==> config.mk <==
export PLATFORM = sky130hd
export DESIGN_NAME = heal_ctrl
export DESIGN_NICKNAME = d
export VERILOG_FILES = /design/src/rtl/heal_pkg.sv /design/src/rtl/heal_decode.sv /design/src/rtl/heal_offset.sv /design/src/rtl/heal_judge.sv /design/src/rtl/heal_ctrl.sv
export SDC_FILE = /design/constraint.sdc
export NUM_CORES = 1
export LEC_CHECK = 0
export BUFFER_PORTS_ARGS = -buffer_cell sky130_fd_sc_hd__clkbuf_2
export CORE_AREA = 2 2 119 121
export CTS_BUF_LIST = sky130_fd_sc_hd__clkbuf_8 sky130_fd_sc_hd__clkbuf_16
export DETAILED_ROUTE_END_ITERATION = 10
export DIE_AREA = 0 0 121 123
export PLACE_DENSITY = 0.82
export SLEW_MARGIN = 20
export SYNTH_ARGS = -nofsm -noshare
export SYNTH_HDL_FRONTEND = slang
export SYNTH_SLANG_ARGS = --single-unit
export TNS_END_PERCENT = 20
==> constraint.sdc <==
create_clock -name clk -period 6.59 [get_ports clk]
set_input_delay 0.659 -clock clk [delete_from_list [all_inputs] [get_ports clk]]
set_output_delay 0.659 -clock clk [all_outputs]
set_load 0.01 [all_outputs]
==> src/rtl/heal_pkg.sv <==
package heal_pkg;

    typedef enum logic [2:0] {
        ST_IDLE,
        ST_CAL,
        ST_SET,
        ST_MEAS,
        ST_FIN
    } heal_state_e;

    typedef enum logic {
        OBJ_MAX_POUT = 1'b0,
        OBJ_MIN_DC   = 1'b1
    } heal_obj_e;

endpackage

==> src/rtl/heal_decode.sv <==
module heal_decode #(
    parameter int NUM_STUB   = 3,
    parameter int STUB_SEL_W = 3,
    parameter int NUM_BIAS   = 3,
    parameter int BIAS_SEL_W = 3,
    parameter int DAC_W      = 6,
    localparam int SW_W      = (1 << STUB_SEL_W) - 1,
    localparam int IDX_W     = NUM_STUB * STUB_SEL_W + NUM_BIAS * BIAS_SEL_W
) (
    input  logic [IDX_W-1:0]          idx,
    output logic [NUM_STUB*SW_W-1:0]  stub_sw,
    output logic [NUM_BIAS*DAC_W-1:0] bias_code
);

    localparam int BIAS_BASE = NUM_STUB * STUB_SEL_W;

    // Thermometer word per stub: switch j on when the select exceeds j
    for (genvar k = 0; k < NUM_STUB; k++) begin : g_stub
        logic [STUB_SEL_W-1:0] sel;
        assign sel = idx[k*STUB_SEL_W +: STUB_SEL_W];
        for (genvar j = 0; j < SW_W; j++) begin : g_sw
            assign stub_sw[k*SW_W + j] = (int'(sel) > j);
        end
    end

    // Bias select drives the upper bits of each DAC code
    for (genvar m = 0; m < NUM_BIAS; m++) begin : g_bias
        assign bias_code[m*DAC_W +: DAC_W] =
            {idx[BIAS_BASE + m*BIAS_SEL_W +: BIAS_SEL_W], {(DAC_W-BIAS_SEL_W){1'b0}}};
    end

endmodule

==> src/rtl/heal_offset.sv <==
module heal_offset #(
    parameter int SENS_W = 10,
    parameter int NCH    = 3
) (
    input  logic                         clk,
    input  logic                         rst_n,
    input  logic                         cap,
    input  logic [NCH-1:0][SENS_W-1:0]   raw,
    output logic [NCH-1:0][SENS_W-1:0]   corr
);

    for (genvar c = 0; c < NCH; c++) begin : g_ch
        logic [SENS_W-1:0] zero_q;

        always_ff @(posedge clk or negedge rst_n) begin
            if (!rst_n) begin
                zero_q <= '0;
            end else if (cap) begin
                zero_q <= raw[c];
            end
        end

        assign corr[c] = (raw[c] > zero_q) ? raw[c] - zero_q : '0;
    end

endmodule

==> src/rtl/heal_judge.sv <==
module heal_judge
    import heal_pkg::*;
#(
    parameter int SENS_W = 10
) (
    input  heal_obj_e         obj,
    input  logic [SENS_W-1:0] floor_lvl,
    input  logic [SENS_W-1:0] fwd,
    input  logic [SENS_W-1:0] rfl,
    input  logic [SENS_W-1:0] idc,
    input  logic              have_best,
    input  logic [SENS_W-1:0] best_pout,
    input  logic [SENS_W-1:0] best_idc,
    output logic [SENS_W-1:0] pout,
    output logic              better
);

    logic qual;

    always_comb begin
        pout = (fwd > rfl) ? fwd - rfl : '0;
        qual = (pout >= floor_lvl);
        unique case (obj)
            OBJ_MAX_POUT: better = !have_best || (pout > best_pout);
            OBJ_MIN_DC:   better = qual && (!have_best || (idc < best_idc));
        endcase
    end

endmodule

==> src/rtl/heal_ctrl.sv <==
module heal_ctrl
    import heal_pkg::*;
#(
    parameter int NUM_STUB    = 3,
    parameter int STUB_SEL_W  = 3,
    parameter int NUM_BIAS    = 3,
    parameter int BIAS_SEL_W  = 3,
    parameter int DAC_W       = 6,
    parameter int SENS_W      = 10,
    parameter int DEFAULT_IDX = 0,
    localparam int SW_W       = (1 << STUB_SEL_W) - 1,
    localparam int IDX_W      = NUM_STUB * STUB_SEL_W + NUM_BIAS * BIAS_SEL_W
) (
    input  logic                      clk,
    input  logic                      rst_n,
    input  logic                      run,
    input  logic                      mode,
    input  logic [SENS_W-1:0]         target,
    input  logic                      sens_ack,
    input  logic [SENS_W-1:0]         sens_fwd,
    input  logic [SENS_W-1:0]         sens_rfl,
    input  logic [SENS_W-1:0]         sens_idc,
    output logic                      sens_req,
    output logic                      bias_off,
    output logic [NUM_BIAS*DAC_W-1:0] bias_code,
    output logic [NUM_STUB*SW_W-1:0]  stub_sw,
    output logic [IDX_W-1:0]          state_idx,
    output logic                      busy,
    output logic                      done,
    output logic                      err
);

    localparam logic [IDX_W-1:0] LAST_IDX = {IDX_W{1'b1}};
    localparam logic [IDX_W-1:0] DEF_IDX  = IDX_W'(DEFAULT_IDX);

    heal_state_e st_q, st_d;
    heal_obj_e   obj_q;

    logic [IDX_W-1:0]  scan_q, cur_q, best_idx_q, act_idx;
    logic [SENS_W-1:0] best_pout_q, best_idc_q, floor_q, pout;
    logic              have_q, err_q, better, have_next;
    logic              cal_cap, meas_ok, at_last;
    logic [2:0][SENS_W-1:0] raw, corr;

    assign raw       = {sens_idc, sens_rfl, sens_fwd};
    assign cal_cap   = (st_q == ST_CAL) && sens_ack;
    assign meas_ok   = (st_q == ST_MEAS) && sens_ack;
    assign at_last   = (scan_q == LAST_IDX);
    assign have_next = have_q || better;

    heal_offset #(.SENS_W(SENS_W), .NCH(3)) u_offset (
        .clk  (clk),
        .rst_n(rst_n),
        .cap  (cal_cap),
        .raw  (raw),
        .corr (corr)
    );

    heal_judge #(.SENS_W(SENS_W)) u_judge (
        .obj      (obj_q),
        .floor_lvl(floor_q),
        .fwd      (corr[0]),
        .rfl      (corr[1]),
        .idc      (corr[2]),
        .have_best(have_q),
        .best_pout(best_pout_q),
        .best_idc (best_idc_q),
        .pout     (pout),
        .better   (better)
    );

    heal_decode #(
        .NUM_STUB  (NUM_STUB),
        .STUB_SEL_W(STUB_SEL_W),
        .NUM_BIAS  (NUM_BIAS),
        .BIAS_SEL_W(BIAS_SEL_W),
        .DAC_W     (DAC_W)
    ) u_decode (
        .idx      (act_idx),
        .stub_sw  (stub_sw),
        .bias_code(bias_code)
    );

    // Next-state logic
    always_comb begin
        st_d = st_q;
        unique case (st_q)
            ST_IDLE: if (run)      st_d = ST_CAL;
            ST_CAL:  if (sens_ack) st_d = ST_SET;
            ST_SET:                st_d = ST_MEAS;
            ST_MEAS: if (sens_ack) st_d = at_last ? ST_FIN : ST_SET;
            ST_FIN:                st_d = ST_IDLE;
            default:               st_d = ST_IDLE;
        endcase
    end

    // State register
    always_ff @(posedge clk or negedge rst_n) begin
        if (!rst_n) st_q <= ST_IDLE;
        else        st_q <= st_d;
    end

    // Search datapath
    always_ff @(posedge clk or negedge rst_n) begin
        if (!rst_n) begin
            scan_q      <= '0;
            cur_q       <= DEF_IDX;
            best_idx_q  <= '0;
            best_pout_q <= '0;
            best_idc_q  <= '0;
            have_q      <= 1'b0;
            err_q       <= 1'b0;
            obj_q       <= OBJ_MAX_POUT;
            floor_q     <= '0;
        end else begin
            if (st_q == ST_IDLE && run) begin
                obj_q   <= heal_obj_e'(mode);
                floor_q <= target;
                scan_q  <= '0;
                have_q  <= 1'b0;
                err_q   <= 1'b0;
            end
            if (meas_ok) begin
                if (better) begin
                    best_idx_q  <= scan_q;
                    best_pout_q <= pout;
                    best_idc_q  <= corr[2];
                end
                have_q <= have_next;
                if (at_last) begin
                    cur_q <= !have_next ? DEF_IDX : (better ? scan_q : best_idx_q);
                    err_q <= !have_next;
                end else begin
                    scan_q <= scan_q + 1'b1;
                end
            end
        end
    end

    // Outputs
    always_comb begin
        act_idx   = (st_q == ST_SET || st_q == ST_MEAS) ? scan_q : cur_q;
        sens_req  = (st_q == ST_CAL) || (st_q == ST_MEAS);
        bias_off  = (st_q == ST_CAL);
        busy      = (st_q != ST_IDLE);
        done      = (st_q == ST_FIN);
        err       = err_q;
        state_idx = cur_q;
    end

    AST_CAL_FIRST: assert property (@(posedge clk) disable iff (!rst_n)
        $rose(busy) |-> bias_off);
    AST_OFF_RELEASED: assert property (@(posedge clk) disable iff (!rst_n)
        (bias_off && sens_ack) |=> !bias_off);
    AST_REQ_HELD: assert property (@(posedge clk) disable iff (!rst_n)
        (sens_req && !sens_ack) |=> sens_req);
    AST_SCAN_STEP: assert property (@(posedge clk) disable iff (!rst_n)
        (meas_ok && !at_last) |=> (scan_q == $past(scan_q) + 1'b1));
    AST_RUN_IGNORED: assert property (@(posedge clk) disable iff (!rst_n)
        (busy && !done && run) |=> busy);
    AST_FLOOR_MET: assert property (@(posedge clk) disable iff (!rst_n)
        (done && !err && obj_q == OBJ_MIN_DC) |-> (best_pout_q >= floor_q));
    AST_FALLBACK: assert property (@(posedge clk) disable iff (!rst_n)
        (done && err) |-> (state_idx == DEF_IDX));
    AST_DONE_PULSE: assert property (@(posedge clk) disable iff (!rst_n)
        done |=> !done);
    AST_RESULT_HELD: assert property (@(posedge clk) disable iff (!rst_n)
        !busy |=> ($stable(stub_sw) && $stable(bias_code)));

endmodule

======== Word level (Yosys, flattened, before mapping) ========
Cells that the tools add are included.
W data, S select, Z words.
cells by class
  bitwise gates (word level) .............. 1
  reductions and logical operators ........ 17
  eq/ne operators ......................... 8
  mux-type cells .......................... 21
  add/sub/neg operators ................... 5
  magnitude comparators ................... 28
operators by type and width
  kind                     number
  $mux W18                 6
  $gt A10 B10 Y1           5
  $mux W10                 4
  $sub A10 B10 Y10         4
  $gt A3 B3 Y1 const B     9
  $add A18 B1 Y18 const B  1
  $eq A18 B18 Y1 const B   1
  $gt A3 B1 Y1 const B     6
  $gt A3 B2 Y1 const B     6
  $mux W3                  4
  $pmux W3 S4              1
  $ge A10 B10 Y1           1
  $lt A10 B10 Y1           1
  $eq A3 B2 Y1 const B     2
  $ne A2 B2 Y1 const B     3
  $logic_or A1 B1 Y1       5
  $mux W1                  5
  $logic_and A1 B1 Y1      4
  $reduce_and A2 Y1        2
  $eq A3 B1 Y1 const B     1
  $eq A3 B3 Y1 const B     1
  $logic_not A3 Y1         1
  $reduce_and A3 Y1        1
  $reduce_bool A3 Y1       1
  4 further kinds          5
word-level totals
  output and inout bits ................... 62
  input port bits ......................... 45
  register bits after elaboration ......... 120

======== Depth between registers and ports, before layout ========
Gate-level depths: netlist of run 1.
  depth in word-level cells ............... 11
  gate-level depth with buffers ........... 30

======== Modules after synthesis ========
Synthesis of run 1 repeated with hierarchy kept, for this count alone.
second synthesis, totals
  cells, all modules ...................... 947
  area, all modules ....................... 8,594.5 µm²
modules (own cells, without submodules)
  module       cells each  instances  area each (µm²)  sequential area each (µm²)
  heal_ctrl    390         1          4,250.3          2,252.2
  heal_offset  335         1          2,763.9          750.7
  heal_judge   182         1          1,302.5          0.0
  heal_decode  40          1          277.8            0.0

======== Worst setup path before layout of run 1 ========
No wires, ideal clock.
  path type ............................... input -> register
  from .................................... input sens_fwd[0]
  to ...................................... register best_pout_q[1]
  required time ........................... 6,465 ps
  cell stages on the path ................. 25
  data arrival time ....................... 5,944 ps
  buffers on the path ..................... 1
  slack ................................... 521 ps
  cell sequence ........................... inv_1 -> ha_1 -> inv_1 -> fa_1 -> a21o_1 -> a21oi_1 -> o221ai_1 -> a21o_1 -> a21oi_1 -> nor3_1 -> ha_1 -> nor2b_1 -> o21ai_0 -> nand2b_1 -> a221oi_1 -> a21o_1 -> nor3_1 -> ha_1 -> nand4_1 -> o311ai_0 -> o311a_1 -> a221oi_2 -> nor2_2 -> buf_6 -> mux2_4
on the way
  word-level cells in the longest chain between the ends .. 8
  elaborated cells on any way between the ends .. 12
  those cells by class .................... 2 x add/sub; 4 x order compare; 3 x mux; 3 x reduce/logical
ends and longest elaborated chain
  element                                                           line                                source
  start: declaration                                                heal_ctrl.sv:20                     input logic [SENS_W-1:0] sens_fwd,
  $sub A10 B10 Y10 / $gt A10 B10 Y1 (equally long branches)         heal_offset.sv:23                   assign corr[c] = (raw[c] > zero_q) ? raw[c] - zero_q : '0;
  $mux W10 *                                                        heal_offset.sv:23
  $sub A10 B10 Y10 / $gt A10 B10 Y1 (equally long branches)         heal_judge.sv:21                    pout = (fwd > rfl) ? fwd - rfl : '0;
  $mux W10 *                                                        heal_judge.sv:21
  via pout[9]                                                       heal_ctrl.sv:40                     logic [SENS_W-1:0] best_pout_q, best_idc_q, floor_q, pout;
  $ge A10 B10 Y1 / $gt A10 B10 Y1 (equally long branches)           heal_judge.sv:22, heal_judge.sv:24
  $logic_and A1 B1 Y1 / $logic_or A1 B1 Y1 (equally long branches)  heal_judge.sv:25, heal_judge.sv:24
  $pmux W1 S2 *                                                     heal_judge.sv:23                    unique case (obj)
  $reduce_and A2 Y1 (no source line) *                              -
  end signal: assignment                                            heal_ctrl.sv:126                    best_pout_q <= pout;
  end: declaration                                                  heal_ctrl.sv:40
The timed path passes the listed nets; every way through them passes the cells marked *.
A chain may end at the register's enable or synchronous reset.

======== Worst setup path in the final report of run 1 ========
  from .................................... input sens_fwd[0]
  to ...................................... register best_idx_q[13]
on the way
  word-level cells in the longest chain between the ends .. 8
  elaborated cells on any way between the ends .. 12
  those cells by class .................... 2 x add/sub; 4 x order compare; 4 x mux; 2 x reduce/logical
ends and longest elaborated chain
  element                                                           line                                source
  $sub A10 B10 Y10 / $gt A10 B10 Y1 (equally long branches)         heal_offset.sv:23
  $mux W10 *                                                        heal_offset.sv:23
  $sub A10 B10 Y10 / $gt A10 B10 Y1 (equally long branches)         heal_judge.sv:21
  $mux W10 *                                                        heal_judge.sv:21
  via pout[5]                                                       heal_ctrl.sv:40
  $ge A10 B10 Y1 / $gt A10 B10 Y1 (equally long branches)           heal_judge.sv:22, heal_judge.sv:24
  $logic_and A1 B1 Y1 / $logic_or A1 B1 Y1 (equally long branches)  heal_judge.sv:25, heal_judge.sv:24
  $pmux W1 S2 *                                                     heal_judge.sv:23
  $mux W18 *                                                        -
  end signal: assignment                                            heal_ctrl.sv:125                    best_idx_q <= scan_q;
  end: declaration                                                  heal_ctrl.sv:39                     logic [IDX_W-1:0] scan_q, cur_q, best_idx_q, act_idx;
Marks and branches as above.

==> metrics.txt, run 1 <==
CTS buffer count=17; Ys Warns=0; RR Startpoint=u_offset.g_ch[0].zero_q[0]$_DFFE_PN0P_; CTS tree=built; Mapped Area=7940 sq um; initial core utilization=0.583; HPWL after DPL=12,700 um; layout cells sized above 1=0.174; vias in the first global route=about 6.4k; Synth area leaders=dfrtp_1, ha_1, nand2_1; CP Max Fanout=11; Final Setup Violations=0; Iter 0 DRT Violations=515; Post-DP Area=8550 sq um; post-synthesis cell type count=58; # rows=43; H-tree depth=4; Placer Congestion=0.902; max-slew violation count=0; number of remaining DRC errors=0; pwr/cell area=487 nW/um^2; CP Data Arrival Time=6.43 ns; Leak Pwr=4.52 nW; crit end category=flop; reg2reg setup slack=about 0.5 ns; DRT antenna net count=0; initial antenna violation count=0; first-pass GRT wire length=29,700 um; max cap viols=0; worst min-delay path class=in -> async; VDD IR max=about 500 uV; slew margin rel.=0.290; flops & latches, synth=120; WL/cell=approximately 15 um; Worst-path clk slew=about 0.060 ns; final instance area=just over 9000 sq um; dominant cell type by area after synthesis=dfrtp_1; grt ovf=0; WHS=0.256 ns; EDFF count, synth=0; Routed WL=17,700 um; period utilisation layout=0.931; Layout area overhead=16.6%; io pins=about 110; Die Height=between 100 and 150 um; top post-synthesis cells by count=nand2_1, dfrtp_1, inv_1, o21ai_0, ha_1; type of the worst setup path=in -> reg; post-synthesis sequential area ratio=0.378; Port Buffers=97; fill count=1,106; most frequent cell after synthesis=nand2_1; Critical Path Source Type=input port; commonest register cell after synthesis=dfrtp_1; Clock Latency Late Sink=0.42 ns; Tot GR Track Use=0.248; area share of the largest cell type after synthesis=0.378; TNS Setup=0 ns; Overall Power=0.00451 W; Post-synth ARST share=1.00; clock sink count=120; Worst-Margin Slew=around 1.1 ns; Final Util=0.680; nets@finish=1,122; pin count of the biggest net entering global routing=77; CTS Buffer Depth=2; Peak Freq=roughly 160 MHz; diode count=0; FF-to-FF path depth=25; die area=14,900 sq um; post-route minimum period=just over 6 ns; final hold violation count=0; drt pass-1 iters=5; Synth Instances=910; worst reg2reg path endpoint=best_idx_q[13]$_DFFE_PN0P_; run status=completed; Clock Root Buffer=clkbuf_16; Max Clock Skew=0.00656 ns; via count=6,673; Die Width=121 um; Syn Area/Cell=between 8 and 9 sq um; Core Region=~14,000 sq um; DR vias/cell=roughly 5.6; worst endpoint required time=6.89 ns
-- per-stage QoR --
stage	setup slack, ns	cells
after floorplan	0.521	918
after global placement	0.0231	1160
after detailed placement	-0.221	1160
after CTS	0.155	1192
after global routing	-0.0283	1196
final	0.455	1196
-- power breakdown --
part           total, W  switching, W  internal [W]
Sequential     0.000970     0.0000995      0.000870
Clock          0.000939      0.000344      0.000595
Combinational   0.00260       0.00147       0.00113
-- placed cells by master, fill, tap and decap left out, drive strengths merged, types with 11 or more instances in the layout --
master,n
a31oi,20
buf,20
a21o,15
nor2b,13
nand4,21
nor3,25
nand3,20
inv,86
clkbuf,113
nor2,67
a21oi,42
ha,70
nand2,127
dfrtp,120
o21ai,79
xnor2,19
mux2,35
mux2i,11
-- flip-flops by register name, summed over array words and instances (netlist names) --
signal and count:
u_offset.g_ch.zero_q 30, best_idx_q 18, scan_q 18, state_idx 18, best_idc_q 10, best_pout_q 10, floor_q 10, st_q 3
err 1, have_q 1, obj_q 1
-- worst max path at each step --
| stage | to | from | cells after the start |
|---|---|---|---|
| 6_report | best_idx_q[13]$_DFFE_PN0P_ | sens_fwd[0] | 27 |
| 5_1_grt | best_idx_q[14]$_DFFE_PN0P_ | sens_fwd[0] | 28 |
| 4_1_cts | best_idc_q[7]$_DFFE_PN0P_ | sens_rfl[0] | 27 |
| 3_5_place_dp | best_idc_q[7]$_DFFE_PN0P_ | sens_rfl[0] | 27 |
| 3_3_place_gp | best_idc_q[8]$_DFFE_PN0P_ | sens_rfl[0] | 27 |
| 2_1_floorplan | best_pout_q[1]$_DFFE_PN0P_ | sens_fwd[0] | 25 |
-- layer usage --
metal,part of all wire,vias up,track usage
met5,0,-,0
met1,0.48,3143,0.339
met2,0.47,182,0.409
met3,0.044,19,0.0383
met4,0.011,0,0.0741
li1,-,3329,-
-- kinds of logic (layout without fill, tap and decap cells) --
| group | after synthesis | after routing | synth area share |
|---|---|---|---|
| simple gates | 306 | 306 | 0.176 |
| xor+xnor | 29 | 29 | 0.0320 |
| other cells | 1 | 9 | 0.000473 |
| buf+inv | 131 | 229 | 0.0687 |
| flops | 120 | 120 | 0.378 |
| mux | 46 | 46 | 0.0673 |
| compound gates | 203 | 203 | 0.157 |
| fa+ha+maj | 74 | 74 | 0.120 |
-- layout make-up --
class / instances / area [sq um] / area share
multi-input cells: 667 / 4450 / 0.481
flip-flops and latches: 120 / 3000 / 0.325
repair buffers: 116 / 668 / 0.0722
clock buffers: 17 / 425 / 0.0460
inverters: 81 / 304 / 0.0329
well taps: 180 / 225 / 0.0243
clock inverters: 15 / 178 / 0.0192
-- timing repair --
action | 4_1_cts | 5_1_grt
resized for setup | 0 | 6
setup buffers | 0 | 4
setup endpoints to repair | 0 | 39
hold buffers | 0 | 0
-- critical path, cell delays in order --
cell and delay, ns:
clkbuf_2 0.09, inv_1 0.05, ha_1 0.16, inv_1 0.06
fa_1 0.40, a21o_1 0.19, a21oi_1 0.18, o221ai_1 0.18
a21o_1 0.21, a21oi_1 0.15, buf_4 0.18, nor3_1 0.07
ha_1 0.34, nor2b_1 0.16, o21ai_0 0.16, nand2b_1 0.13
a221oi_1 0.35, a21o_1 0.36, nor2_1 0.15, ha_1 0.35
nand4_1 0.16, o311ai_0 0.18, o311a_1 0.42, a221oi_2 0.36
or2_4 0.26, buf_12 0.14, mux2_1 0.33
(Power assumes the default switching activity.)
==> inputs of run 2 (changes only) <==
--- a/config.mk
+++ b/config.mk
@@ -6,13 +6,14 @@
 export NUM_CORES = 1
 export LEC_CHECK = 0
 export BUFFER_PORTS_ARGS = -buffer_cell sky130_fd_sc_hd__clkbuf_2
-export CORE_AREA = 2 2 119 121
+export CORE_AREA = 2 2 124 126
 export CTS_BUF_LIST = sky130_fd_sc_hd__clkbuf_8 sky130_fd_sc_hd__clkbuf_16
 export DETAILED_ROUTE_END_ITERATION = 10
-export DIE_AREA = 0 0 121 123
-export PLACE_DENSITY = 0.82
+export DIE_AREA = 0 0 126 128
+export PLACE_DENSITY = 0.81
 export SLEW_MARGIN = 20
 export SYNTH_ARGS = -nofsm -noshare
 export SYNTH_HDL_FRONTEND = slang
+export SYNTH_HIERARCHICAL = 1
 export SYNTH_SLANG_ARGS = --single-unit
 export TNS_END_PERCENT = 20
==> run 2 against run 1 <==
Compared with the run above:
- worst setup slack better by 0.26 ns
- fmax is 4.5% higher
- critical endpoint is now best_idc_q[2]$_DFFE_PN0P_
- first-iteration DRC count is 12% lower
- clock skew is 0.0067 ns higher
- sequential power hardly changed
- critical path depth is 4 lower
- global-route usage is 1.6 points lower
- synthesized cell count is 4.1% higher
- final cell count is 2.2% higher
==> metrics.txt, run 2 <==
run status=completed; io pins=107; VDD IR max=534 uV; Layout area overhead=13.1%; most frequent cell after synthesis=dfrtp_1; Final Setup Violations=0; Die Height=128 um; GRT Max-Usage Layer=met2; Worst-Margin Slew=~0.98 ns; commonest register cell after synthesis=dfrtp_1; flops & latches, synth=120; Post-synth ARST share=1.00; diode count=0; CTS Buffer Depth=2; Leak Pwr=roughly 4.7 nW; Max Clock Skew=0.0133 ns; Placer Congestion=0.926; Mapped Area=8590 sq um; Overall Power=0.00457 W; commonest non-fill, non-tap cells in the layout=dfrtp_1, nand2_1, clkbuf_2; worst endpoint required time=6.88 ns; period utilisation layout=0.891; Syn Area/Cell=9.08 sq um; Iter 0 DRT Violations=454; nets@finish=1,140; post-synthesis sequential area ratio=0.349; M1 GR Usage=0.324; grt met2 use=0.381; clock sink count=120; Die Width=126 um; first-pass GRT wire length=about 31,000 um; Synth area leaders=dfrtp_1, ha_1, mux2_2; Port Buffers=97; grt ovf=0; CP Max Fanout=40; RSZ-0062 raised after global routing=false; WHS=0.260 ns; via count=between 6k and 7k; CTS tree=built; Worst-path clk slew=around 0.060 ns; # rows=45; HPWL after DPL=13,500 um; CP Data Arrival Time=6.17 ns; initial core utilization=0.578; Clock Root Buffer=clkbuf_16; max-slew violation count=0; EDFF count, synth=0; max reg flops=30; drt pass-1 iters=5; area share of the largest cell type after synthesis=0.349; Routed WL=18,500 um; Synth Instances=947; type of the worst setup path=reg -> reg; Clock Latency Late Sink=0.42 ns; post-synthesis cell type count=75; GR Util met3=0.0451; initial antenna violation count=0; WL/cell=15.2 um; leading cell type in the layout, fill and taps excluded=dfrtp_1; Post-DP Area=9090 sq um; dominant cell type by area after synthesis=dfrtp_1; Hold Buf Count CTS=0; CTS buffer count=17; final instance area=9720 sq um; Critical Path Source Type=flop; pwr/cell area=470 nW/um^2; Tot GR Track Use=0.232; Ys Warns=6; crit end category=flop; Peak Freq=170 MHz; final hold violation count=0; max cap viols=0; post-route minimum period=slightly below 6 ns; top post-synthesis cells by count=dfrtp_1, nand2_1, inv_1, o21ai_0, ha_1; DR vias/cell=5.63; die area=16,100 sq um; Core Region=14,900 sq um; H-tree depth=4; post_cts resized=0; number of remaining DRC errors=0; post-CTS setup buffer count=0; layout cells sized above 1=0.243; DRT antenna net count=0; slew margin rel.=0.347; fill count=1,208; TNS Setup=0 ns; vias in the first global route=6,454; Biggest register=u_offset/g_ch.zero_q; pin count of the biggest net entering global routing=about 70; worst min-delay path class=in -> async
-- run 2: cell count changes after synthesis, moves of 13 or more --
cell / previous run / this run
nand2_1: 127 / 99
a21oi_1: 42 / 61
mux2_2: 13 / 68
mux2_1: 14 / 0
nand4_1: 21 / 7
nor2_1: 66 / 53
-- run 2: final timing paths --
path | depth (start not counted) | slack (ns) | to | startpoint
min | 1 | 0.26 | u_offset/g_ch[0].zero_q[8]$_DFFE_PN0P_ | rst_n
max reg2reg | 23 | 0.72 | best_idc_q[2]$_DFFE_PN0P_ | u_offset/g_ch[0].zero_q[0]$_DFFE_PN0P_
min reg2reg | 1 | 0.50 | best_idc_q[0]$_DFFE_PN0P_ | best_idc_q[0]$_DFFE_PN0P_
min in group clk | 3 | 0.47 | u_offset/g_ch[2].zero_q[9]$_DFFE_PN0P_ | sens_idc[9]
max | 23 | 0.72 | best_idc_q[2]$_DFFE_PN0P_ | u_offset/g_ch[0].zero_q[0]$_DFFE_PN0P_
max in group asynchronous | 2 | 4.99 | best_idx_q[16]$_DFFE_PN0P_ | rst_n
-- run 2: logic make-up (layout without fill, tap and decap cells) --
group / count (synthesis) / in the layout / synth area share
simple gates: 299 / 299 / 0.182
mux: 69 / 69 / 0.0903
fa+ha+maj: 74 / 74 / 0.111
other cells: 1 / 9 / 0.000436
compound gates: 221 / 221 / 0.166
buf+inv: 137 / 216 / 0.0740
xor+xnor: 26 / 26 / 0.0265
flops: 120 / 120 / 0.349
-- run 2: where the power goes --
| part | switching [W] | total [W] | internal [W] |
|---|---|---|---|
| sequential | 0.0000970 | 0.000970 | 0.000873 |
| clock | 0.000353 | 0.000998 | 0.000645 |
| combinational | 0.00150 | 0.00260 | 0.00110 |
| total | 0.00195 | 0.00457 | 0.00262 |
-- run 2: layout make-up --
type,instances,area (sq um),area share
tap,188,235,0.0242
clock buffer,18,439,0.0452
sequential,120,3000,0.309
multi-input combinational,698,4990,0.513
timing repair buffer,106,568,0.0584
clock inverter,14,194,0.0199
inverter,78,293,0.0301
-- run 2: worst max-delay path, stage by stage (launching register included) --
cell and delay, ns:
dfrtp_1 0.39, ha_1 0.22, fa_1 0.41, nand2b_1 0.18, a21oi_1 0.17, or2b_2 0.18
a31oi_4 0.16, nor3_1 0.31, inv_1 0.11, fa_1 0.46, nand2b_1 0.16, a21oi_1 0.33
a22o_4 0.19, o31ai_4 0.09, or2_1 0.27, ha_1 0.29, nand2b_1 0.14, a21o_1 0.17
a2111oi_0 0.43, nor3_1 0.14, a2bb2oi_2 0.19, nand2_1 0.12, buf_12 0.24, mux2_2 0.37
-- run 2: through the flow --
step,worst slack (ns),utilization,std cells
6_report,0.718,0.654,1222
3_5_place_dp,0.394,0.612,1190
2_1_floorplan,0.910,-,955
5_1_grt,0.398,0.654,1222
3_3_place_gp,0.538,0.612,1190
4_1_cts,0.772,0.654,1222
-- run 2: layer usage --
layer,vias up,routed length (um)
met3,14,646
li1,3442,-
met4,0,135
met2,139,8850
met5,-,0
met1,3289,8890
==> inputs of run 3 (changes only) <==
--- a/config.mk
+++ b/config.mk
@@ -16,4 +16,4 @@
 export SYNTH_HDL_FRONTEND = slang
 export SYNTH_HIERARCHICAL = 1
 export SYNTH_SLANG_ARGS = --single-unit
-export TNS_END_PERCENT = 20
+export TNS_END_PERCENT = 1
==> constraint.sdc (replaced) <==
create_clock -name clk -period 6.27 [get_ports clk]
set_input_delay 0.627 -clock clk [delete_from_list [all_inputs] [get_ports clk]]
set_output_delay 0.627 -clock clk [all_outputs]
set_load 0.01 [all_outputs]
==> run 3 against run 2 <==
Compared with the run above:
- non-clock buffer count unchanged
- fmax rose by 0.91%
- clock power hardly changed
- global-route usage up 0.17 points
- wire length down 2.4%
- die area stayed put
- sequential share of layout area grew 0.10 points
- total power rose by 4.1%
- via count is 0.10% higher
- first-iteration DRC count shrank 0.44%
- register-to-register slack got worse by 0.27 ns
- highest routed layer unchanged
==> metrics.txt, run 3 (synthesis gave the netlist of run 2 again) <==
run status=completed; pin count of the biggest net entering global routing=63; Critical Path Source Type=flop; post-CTS setup buffer count=0; Max Clock Skew=0.0108 ns; io pins=107; max reg flops=30; multi-input logic area=between 4000 and 5000 sq um; max cap viols=0; FF-to-FF path depth=23; Clock Root Buffer=clkbuf_16; clock sink count=120; Final Setup Violations=0; commonest non-fill, non-tap cells in the layout=dfrtp_1, nand2_1, clkbuf_2; TNS Setup=0 ns; Core Region=14,900 sq um; vias in the first global route=6,615; critical path's largest stage delay=0.46 ns; Setup WS post-layout=0.451 ns; Worst-path clk slew=0.05 ns; CTS buffer count=17; via count=6,891; type of the worst setup path=reg -> reg; Biggest register=u_offset/g_ch.zero_q; Worst-Margin Slew=0.905 ns; RR Startpoint=u_offset/g_ch[0].zero_q[0]$_DFFE_PN0P_; DR vias/cell=5.65; CTS Buffer Depth=2; HPWL after DPL=between 10,000 and 15,000 um; first-pass GRT wire length=a little over 30,000 um; Tot GR Track Use=0.234; VDD IR max=475 uV; Clock Latency Late Sink=0.42 ns; post_cts resized=0; diode count=0; CP endpoint=best_idx_q[4]$_DFFE_PN0P_; worst reg2reg path endpoint=best_idx_q[4]$_DFFE_PN0P_; Iter 0 DRT Violations=452; initial core utilization=0.578; drt pass-1 iters=5; worst min-delay path class=in -> async; Setup WS pre-CTS=0.123 ns; # rows=45; RSZ-0062 raised after global routing=false; WL/cell=14.8 um; H-tree depth=4; leading cell type in the layout, fill and taps excluded=dfrtp_1; period utilisation layout=0.928; final instance area=9690 sq um; Overall Power=about 0.0048 W; CP Max Fanout=40; Crit. Startpoint=u_offset/g_ch[0].zero_q[0]$_DFFE_PN0P_; Hold Buf Count CTS=0; slew margin rel.=0.397; DRT antenna net count=0; grt ovf=0; layout cells sized above 1=0.242; die area=16,100 sq um; crit end category=flop; number of remaining DRC errors=0; reg2reg setup slack=~0.45 ns; CTS tree=built; Crit path max-delay family=compound AO/OA/AOI/OAI gates; Crit-path slowest cell=fa_1; Die Width=between 100 and 150 um; Layout area overhead=12.8%; post-route minimum period=just under 6 ns; pwr/cell area=491 nW/um^2; Die Height=128 um; max-slew violation count=0; initial antenna violation count=0; Cells after DPL=1,190; CP Data Arrival Time=about 6.1 ns; fill count=1,245; final hold violation count=0; Placer Congestion=just over 0.9; nets@finish=roughly 1.1k; FF/Latch Area=3000 sq um; crit path cell chain=ha_1, fa_1, nand2b_1, a21oi_1, or2b_2, a31oi_4, nor3_1, inv_1, fa_1, nand2b_1, a21oi_1, a22o_4, o31ai_4, or2_1, ha_1, nand2b_1, a21o_1, a2111oi_0, nor3_1, a2bb2oi_2, nand2_1, buf_12, mux2_2; Routed WL=18,100 um; Worst path depth=23; Port Buffers=97; worst endpoint required time=between 6 and 7 ns; Leak Pwr=4.73 nW; Post-DP Area=just over 9000 sq um; Most common cell on crit path=nand2b_1; WP buf/inv=2; Non-Filler Instances=1,220; Peak Freq=172 MHz
run 3: cell types whose count changed in the layout (fill, tap and decap cells not counted):
cell,before,now
inv_1,79,78
clkbuf_8,1,2
clkinvlp_4,4,1
clkinv_2,1,3
inv_6,4,2
bufinv_16,4,3
clkinv_4,0,2
run 3: report_power, final:
| part | switching [W] | internal [W] | leakage (nW) |
|---|---|---|---|
| clock network | 0.000360 | 0.000642 | 0.295 |
| registers | 0.000100 | 0.000917 | 1.55 |
| logic | 0.00159 | 0.00115 | 2.88 |
| total | 0.00205 | 0.00271 | 4.73 |
run 3: layout make-up:
type / count / area share
clock inverters: 11 / 0.0152
multi-input cells: 698 / 0.515
well taps: 188 / 0.0243
repair buffers: 106 / 0.0586
inverters: 78 / 0.0302
clock buffers: 19 / 0.0467
flip-flops and latches: 120 / 0.310
run 3: worst min-delay path by stage:
stage	to	slack [ns]	cells after the start
2_1_floorplan	best_idc_q[0]$_DFFE_PN0P_	0.33	0
3_3_place_gp	best_idx_q[15]$_DFFE_PN0P_	0.47	2
3_5_place_dp	best_idx_q[15]$_DFFE_PN0P_	0.48	2
4_1_cts	u_offset/g_ch[0].zero_q[8]$_DFFE_PN0P_	0.30	1
5_1_grt	u_offset/g_ch[0].zero_q[8]$_DFFE_PN0P_	0.32	1
6_report	u_offset/g_ch[0].zero_q[8]$_DFFE_PN0P_	0.26	1
run 3: layer usage:
layer / part of all wire / wire length, um / vias to the layer above / GRT usage
met1: 0.48 / 8640 / 3276 / 0.319
met3: 0.046 / 835 / 24 / 0.0572
met4: 0.013 / 241 / 0 / 0.0685
li1: - / - / 3437 / -
met5: 0 / 0 / - / 0
met2: 0.46 / 8360 / 154 / 0.373
run 3: per-stage QoR:
stage | utilization | hold WS, ns
floorplan | - | 0.331
CTS | 0.652 | 0.302
global placement | 0.612 | 0.467
finish | 0.652 | 0.262
global route | 0.652 | 0.322
detailed placement | 0.612 | 0.478
run 3: worst register-to-register path: stages (launching register included):
cell       delay [ns]
dfrtp_1          0.38
ha_1             0.21
fa_1             0.40
nand2b_1         0.18
a21oi_1          0.16
or2b_2           0.17
a31oi_4          0.15
nor3_1           0.27
inv_1            0.11
fa_1             0.46
nand2b_1         0.16
a21oi_1          0.33
a22o_4           0.20
o31ai_4          0.09
or2_1            0.29
ha_1             0.29
nand2b_1         0.14
a21o_1           0.17
a2111oi_0        0.44
nor3_1           0.15
a2bb2oi_2        0.19
nand2_1          0.12
buf_12           0.24
mux2_2           0.39
